File: config.mk
export PLATFORM = sky130hd
export DESIGN_NAME = uart_rx_fifo
export DESIGN_NICKNAME = d
export VERILOG_FILES = /design/src/rtl/urx_pkg.sv /design/src/rtl/urx_sampler.sv /design/src/rtl/urx_fifo.sv /design/src/rtl/urx_causes.sv /design/src/rtl/uart_rx_fifo.sv
export SDC_FILE = /design/constraint.sdc
export NUM_CORES = 1
export LEC_CHECK = 0
export BUFFER_PORTS_ARGS = -buffer_cell sky130_fd_sc_hd__buf_2
export CORE_MARGIN = 1.5
export CORE_UTILIZATION = 35
export DETAILED_ROUTE_END_ITERATION = 10
export HOLD_SLACK_MARGIN = 0.06
export PLACE_DENSITY = 0.46
export SYNTH_ARGS = -nofsm -noshare
export SYNTH_HDL_FRONTEND = slang
export SYNTH_HIERARCHICAL = 1
export SYNTH_SLANG_ARGS = --single-unit
File: constraint.sdc
create_clock -name clk -period 5.48 [get_ports clk]
set_input_delay 1.644 -clock clk [delete_from_list [all_inputs] [get_ports clk]]
set_output_delay 1.644 -clock clk [all_outputs]
set_load 0.02 [all_outputs]
File: src/rtl/urx_pkg.sv
package urx_pkg;
  localparam int OSR       = 14;
  localparam int MID_TICK  = 6;
  localparam int CHAR_TICKS = 10 * OSR;

  typedef enum logic [1:0] {RX_IDLE, RX_START, RX_DATA, RX_STOP} rx_state_e;

  typedef struct packed {
    logic       brk;
    logic       fe;
    logic [7:0] data;
  } rx_entry_t;

  function automatic logic [6:0] trig_bytes(input logic [2:0] code);
    case (code)
      3'd0:    trig_bytes = 7'd1;
      3'd1:    trig_bytes = 7'd4;
      3'd2:    trig_bytes = 7'd8;
      3'd3:    trig_bytes = 7'd16;
      3'd4:    trig_bytes = 7'd32;
      default: trig_bytes = 7'd48;
    endcase
  endfunction
endpackage

File: src/rtl/urx_sampler.sv
module urx_sampler
  import urx_pkg::*;
#(
  parameter int DIV_W = 8
) (
  input  logic             clk,
  input  logic             rst,
  input  logic             rx_line,
  input  logic [DIV_W-1:0] rate_div,
  output logic             tick,
  output logic             idle,
  output logic             push,
  output rx_entry_t        entry
);
  logic             s1, s2, s_prev;
  logic [DIV_W-1:0] pre;
  logic [3:0]       scnt;
  logic [2:0]       bitn;
  logic [7:0]       sh;
  rx_state_e        state;
  logic             start_det;

  assign start_det = (state == RX_IDLE) && s_prev && !s2;
  assign tick      = (pre == rate_div);
  assign idle      = (state == RX_IDLE);

  always_ff @(posedge clk) begin
    if (rst) begin
      s1 <= 1'b1; s2 <= 1'b1; s_prev <= 1'b1;
    end else begin
      s1 <= rx_line; s2 <= s1; s_prev <= s2;
    end
  end

  always_ff @(posedge clk) begin
    if (rst || start_det || tick) pre <= '0;
    else                          pre <= pre + 1'b1;
  end

  always_ff @(posedge clk) begin
    if (rst) begin
      state <= RX_IDLE;
      scnt  <= '0;
      bitn  <= '0;
      sh    <= '0;
      push  <= 1'b0;
      entry <= '0;
    end else begin
      push <= 1'b0;
      case (state)
        RX_IDLE: if (start_det) begin
          state <= RX_START;
          scnt  <= '0;
        end
        RX_START: if (tick) begin
          if (scnt == 4'(MID_TICK)) begin
            scnt  <= '0;
            bitn  <= '0;
            state <= s2 ? RX_IDLE : RX_DATA;
          end else scnt <= scnt + 1'b1;
        end
        RX_DATA: if (tick) begin
          if (scnt == 4'(OSR-1)) begin
            scnt <= '0;
            sh   <= {s2, sh[7:1]};
            if (bitn == 3'd7) state <= RX_STOP;
            else              bitn  <= bitn + 1'b1;
          end else scnt <= scnt + 1'b1;
        end
        default: if (tick) begin
          if (scnt == 4'(OSR-1)) begin
            scnt  <= '0;
            push  <= 1'b1;
            state <= RX_IDLE;
            if (!s2 && (sh == 8'h00)) entry <= '{brk: 1'b1, fe: 1'b0, data: 8'h00};
            else                      entry <= '{brk: 1'b0, fe: !s2, data: sh};
          end else scnt <= scnt + 1'b1;
        end
      endcase
    end
  end
endmodule

File: src/rtl/urx_fifo.sv
module urx_fifo
  import urx_pkg::*;
#(
  parameter int DEPTH = 64
) (
  input  logic      clk,
  input  logic      rst,
  input  logic      push,
  input  rx_entry_t entry,
  input  logic      pop,
  output logic [10:0] rd_word,
  output logic [$clog2(DEPTH):0] count,
  output logic      ovr_evt
);
  localparam int AW = $clog2(DEPTH);

  rx_entry_t mem [DEPTH];
  logic [AW-1:0] wptr, rptr;
  logic full, empty, do_wr, do_rd;

  assign full    = (count == (AW+1)'(DEPTH));
  assign empty   = (count == '0);
  assign do_wr   = push && !full;
  assign do_rd   = pop && !empty;
  assign ovr_evt = push && full;

  always_ff @(posedge clk) begin
    if (do_wr) mem[wptr] <= entry;
  end

  always_ff @(posedge clk) begin
    if (rst) begin
      wptr    <= '0;
      rptr    <= '0;
      count   <= '0;
      rd_word <= '0;
    end else begin
      if (do_wr) wptr <= (wptr == AW'(DEPTH-1)) ? '0 : wptr + 1'b1;
      if (do_rd) rptr <= (rptr == AW'(DEPTH-1)) ? '0 : rptr + 1'b1;
      if (do_wr && !do_rd)      count <= count + 1'b1;
      else if (do_rd && !do_wr) count <= count - 1'b1;
      if (pop) begin
        if (empty) rd_word <= 11'h100;
        else       rd_word <= {mem[rptr].brk, mem[rptr].fe, 1'b0, mem[rptr].data};
      end
    end
  end

  AST_LEVEL_BOUND: assert property (@(posedge clk) disable iff (rst)
    count <= (AW+1)'(DEPTH));
  AST_FULL_KEEPS: assert property (@(posedge clk) disable iff (rst)
    (push && full && !pop) |=> (count == (AW+1)'(DEPTH)));
  AST_EMPTY_POP: assert property (@(posedge clk) disable iff (rst)
    (pop && empty) |=> (rd_word == 11'h100));
endmodule

File: src/rtl/urx_causes.sv
module urx_causes
  import urx_pkg::*;
#(
  parameter int LW = 7
) (
  input  logic          clk,
  input  logic          rst,
  input  logic          tick,
  input  logic          idle,
  input  logic          push,
  input  rx_entry_t     entry,
  input  logic          ovr_evt,
  input  logic          pop,
  input  logic [LW-1:0] level,
  input  logic [2:0]    trig_sel,
  input  logic [1:0]    tmo_sel,
  input  logic          rx_irq_en,
  input  logic          err_irq_en,
  input  logic [2:0]    err_clr,
  output logic [4:0]    cause,
  output logic          irq
);
  localparam int MAX_TMO = 16 * CHAR_TICKS;
  localparam int CW = $clog2(MAX_TMO + 1);

  logic [CW-1:0] idle_cnt, tmo_lim;
  logic [2:0]    err_set;

  always_comb begin
    case (tmo_sel)
      2'd1:    tmo_lim = CW'(4 * CHAR_TICKS);
      2'd2:    tmo_lim = CW'(8 * CHAR_TICKS);
      default: tmo_lim = CW'(MAX_TMO);
    endcase
  end

  assign err_set = {ovr_evt, push && entry.brk, push && entry.fe};

  always_ff @(posedge clk) begin
    if (rst || push || pop || !idle || (level == '0)) idle_cnt <= '0;
    else if (tick && (idle_cnt != CW'(MAX_TMO)))      idle_cnt <= idle_cnt + 1'b1;
  end

  always_ff @(posedge clk) begin
    if (rst) begin
      cause <= '0;
      irq   <= 1'b0;
    end else begin
      cause[0] <= (LW'(level) >= LW'(trig_bytes(trig_sel)));
      cause[1] <= (tmo_sel != 2'd0) && (level != '0) && !pop && (idle_cnt >= tmo_lim);
      for (int k = 0; k < 3; k++)
        cause[k+2] <= err_set[k] | (cause[k+2] & ~err_clr[k]);
      irq <= (rx_irq_en && (cause[0] || cause[1])) ||
             (err_irq_en && (|cause[4:2]));
    end
  end

  AST_W1C_FE: assert property (@(posedge clk) disable iff (rst)
    (err_clr[0] && !err_set[0]) |=> !cause[2]);
  AST_TMO_DATA: assert property (@(posedge clk) disable iff (rst)
    cause[1] |-> ($past(level) != '0));
  AST_IRQ_QUIET: assert property (@(posedge clk) disable iff (rst)
    (cause == '0) |=> !irq);
endmodule

File: src/rtl/uart_rx_fifo.sv
module uart_rx_fifo
  import urx_pkg::*;
#(
  parameter int DIV_W = 8,
  parameter int DEPTH = 64
) (
  input  logic             clk,
  input  logic             rst,
  input  logic             rx_line,
  input  logic [DIV_W-1:0] rate_div,
  input  logic [2:0]       trig_sel,
  input  logic [1:0]       tmo_sel,
  input  logic             rx_irq_en,
  input  logic             err_irq_en,
  input  logic             pop,
  input  logic [2:0]       err_clr,
  output logic [10:0]      rd_word,
  output logic [7:0]       level,
  output logic [4:0]       cause,
  output logic             irq
);
  localparam int LW = $clog2(DEPTH) + 1;

  logic          tick, idle, push, ovr_evt;
  rx_entry_t     entry;
  logic [LW-1:0] count;

  assign level = 8'(count);

  urx_sampler #(.DIV_W(DIV_W)) u_sampler (
    .clk(clk), .rst(rst), .rx_line(rx_line), .rate_div(rate_div),
    .tick(tick), .idle(idle), .push(push), .entry(entry)
  );

  urx_fifo #(.DEPTH(DEPTH)) u_fifo (
    .clk(clk), .rst(rst), .push(push), .entry(entry), .pop(pop),
    .rd_word(rd_word), .count(count), .ovr_evt(ovr_evt)
  );

  urx_causes #(.LW(LW)) u_causes (
    .clk(clk), .rst(rst), .tick(tick), .idle(idle), .push(push),
    .entry(entry), .ovr_evt(ovr_evt), .pop(pop), .level(count),
    .trig_sel(trig_sel), .tmo_sel(tmo_sel), .rx_irq_en(rx_irq_en),
    .err_irq_en(err_irq_en), .err_clr(err_clr), .cause(cause), .irq(irq)
  );
endmodule

==> flow_summary.toml <==
[finish]
layout_common_cells = "edfxtp_1, mux2i_1, nor2_1"
fillCellCount = 7547
antennaDiodeCount = 0
seqCellArea_sq_um = 21100
nNetsFinal = 1809
area_delta_synth_final_pct = 13.1
drive_above_1_share = 0.185
multiInputGateArea_sq_um = 7810
final_common_cell = "edfxtp_1"

[yosys]
netlist-cell-type-count = 73
synth_edf_count = 640
synth_flop_cell = "edfxtp_1"
ys_seq_elements = 733
synth_top_area_share = 0.653
yosysTopAreaCell = "edfxtp_1"
synth_nets = 1736
yosys_warnings = 6
syn-instance-count = 1684
ys_seq_area_frac = 0.716
ys_top_cells_by_area = "edfxtp_1, mux4_2, dfxtp_1, mux2i_1, nor2_1"
avgSynthCellArea_sq_um = 17.5
ys_async_sr_fraction = 0
syn_area_sq_um = 29400

[timing]
worst_pin_slew_ps = 1250
slew_headroom = 0.162
finalHoldViolCount = 0
finalSetupTns_ps = 0
clock.fmax_mhz = 279
rsz0062_at_grt = "no"
drv_slew = 0
setup_viol = 0
min_period_ps = 3580
fin_worst_skew_ps = 23.2
finalCritPeriodShare = 0.654

[critical_path]
critical_path.startpoint_type = "primary input"
path_class = "in2reg"
required_ps = 6000
cp.arrival_ps = 4100
cp-end-kind = "flip-flop"
crit_fanout = 9

[cts]
cts-resized-gates = 0
htree_levels = 3
cts_hold_buf = 0
cts_buffer_depth = 3
numCtsBuffers = 81
clk_pin_slew_ps = 60
post-cts-setup-buffers = 0
clkSinkCount = 733
cts_tree = "done"
clock_latency_ps = 630
ctsRootBufferMaster = "clkbuf_16"

[flow_run]
maxCapViolCount = 0

[global_routing]
grt_max_degree = 67
grt_usage = 0.166
grt_pass1_wl_microns = 105000
antenna_found_initial = 4
grt-ovfl-total = 0
grt_pass1_vias = 15500

[power]
p_leak_nw = 8.97
p_per_area_nw_per_um2 = 376
ir_drop_mv = 0.242
power.total_mw = 12.5

[placed_design]
gp_congestion = 0.787
port_buffers = 45
dp_hpwl_microns = 42900

[die]
die_h_microns = 293
core_area_sq_um = 83400
initial_core_util = 0.353
io-pin-count = 47
die_area_sq_um = 85800
die_x_microns = 293
rows = 106

[routing]
drt_pass1_iterations = 5
route.detailed.drc = 0
ant_nets = 0
dr.first_iter.drc_count = 1194
via_count = 15200
finalWirelength_microns = 70500
drt-wirelength-per-cell_microns = 24.3
vias_per_cell = 5.23

[hold_path]
hold_path.class = "reg2reg"

[outcome]
outcome = "finished, final reports clean"
==> flip-flops by register name (all words and copies together) (netlist names), 6 cells and up, named ones only <==
register / cells
u_fifo/mem: 640
u_causes/idle_cnt: 12
u_fifo/rd_word: 11
u_sampler/entry: 10
u_sampler/pre: 8
u_sampler/sh: 8
u_fifo/count: 7
u_fifo/rptr: 6
u_fifo/wptr: 6
==> final cells by class <==
class	instances	share of cell area
Tap cell	1080	0.0406
Clock inverter	28	0.00594
Timing Repair Buffer	76	0.0145
Sequential cell	733	0.634
Inverter	24	0.00271
Clock buffer	119	0.0682
Multi-Input combinational cell	841	0.234
==> path summary, 6_finish.rpt <==
check | from | end | slack (ps) | cells after the start
max reg2reg | u_fifo/count[4] | u_fifo/mem[31][9] | 1900 | 4
min reg2reg | u_sampler/s1 | u_sampler/s2 | 410 | 1
max | pop | u_fifo/count[6] | 1900 | 11
min | u_sampler/s1 | u_sampler/s2 | 410 | 1
==> synthesized netlist by cell type (all sizes together), types with 10 or more instances <==
| library cell | number |
|---|---|
| mux4 | 110 |
| dfxtp | 93 |
| nor2 | 141 |
| a22o | 10 |
| edfxtp | 640 |
| nor4 | 10 |
| nand2 | 46 |
| xor2 | 21 |
| xnor2 | 17 |
| a221oi | 10 |
| a211o | 12 |
| o21ai | 16 |
| nand3 | 17 |
| a22oi | 50 |
| nor3 | 15 |
| nand4 | 13 |
| a21oi | 39 |
| buf | 54 |
| inv | 24 |
| clkbuf | 32 |
| ha | 29 |
| o211ai | 20 |
| nand2b | 13 |
| mux2i | 175 |
==> metrics by stage <==
stage	cells	setup slack [ps]	utilization	area, sq um	hold slack (ps)
2_1_floorplan	1684	1760	-	29400	389
3_3_place_gp	2754	1320	0.370	30800	397
3_5_place_dp	2754	1270	0.370	30800	400
4_1_cts	2901	1880	0.399	33300	414
5_1_grt	2901	1690	0.399	33300	440
6_report	2901	1900	0.399	33300	411
==> report_power, final <==
part	internal [mW]	total [mW]	switching, mW
combinational	0.505	1.21	0.707
sequential	6.05	6.22	0.172
clock	2.93	5.09	2.16
total	9.48	12.5	3.04
==> layer usage <==
layer,global-route usage,part of all wire
met1,0.234,0.46
met2,0.263,0.47
met3,0.0304,0.047
met4,0.0470,0.026
met5,0,0
==> critical path, stage by stage <==
cell	delay, ps
buf_2	130
o41a_1	400
inv_2	120
ha_1	230
inv_1	210
ha_1	310
a21o_1	190
a21oi_1	280
o211ai_1	120
o211ai_1	110
mux2_2	350
==> logic make-up (layout without fill, tap and decap cells) <==
logic type               Yosys count  count (layout)  share of synthesized area
AO/OA/AOI/OAI                    185             185                     0.0466
XOR/XNOR                          38              38                     0.0113
adder cells (fa/ha/maj)           30              30                     0.0130
buffers and inverters            110             247                     0.0189
flip-flops                       733             733                      0.716
multiplexers                     286             286                      0.144
other                              1               1                   0.000127
AND/OR/NAND/NOR                  301             301                     0.0499
Power figures use the tool's default switching activity.
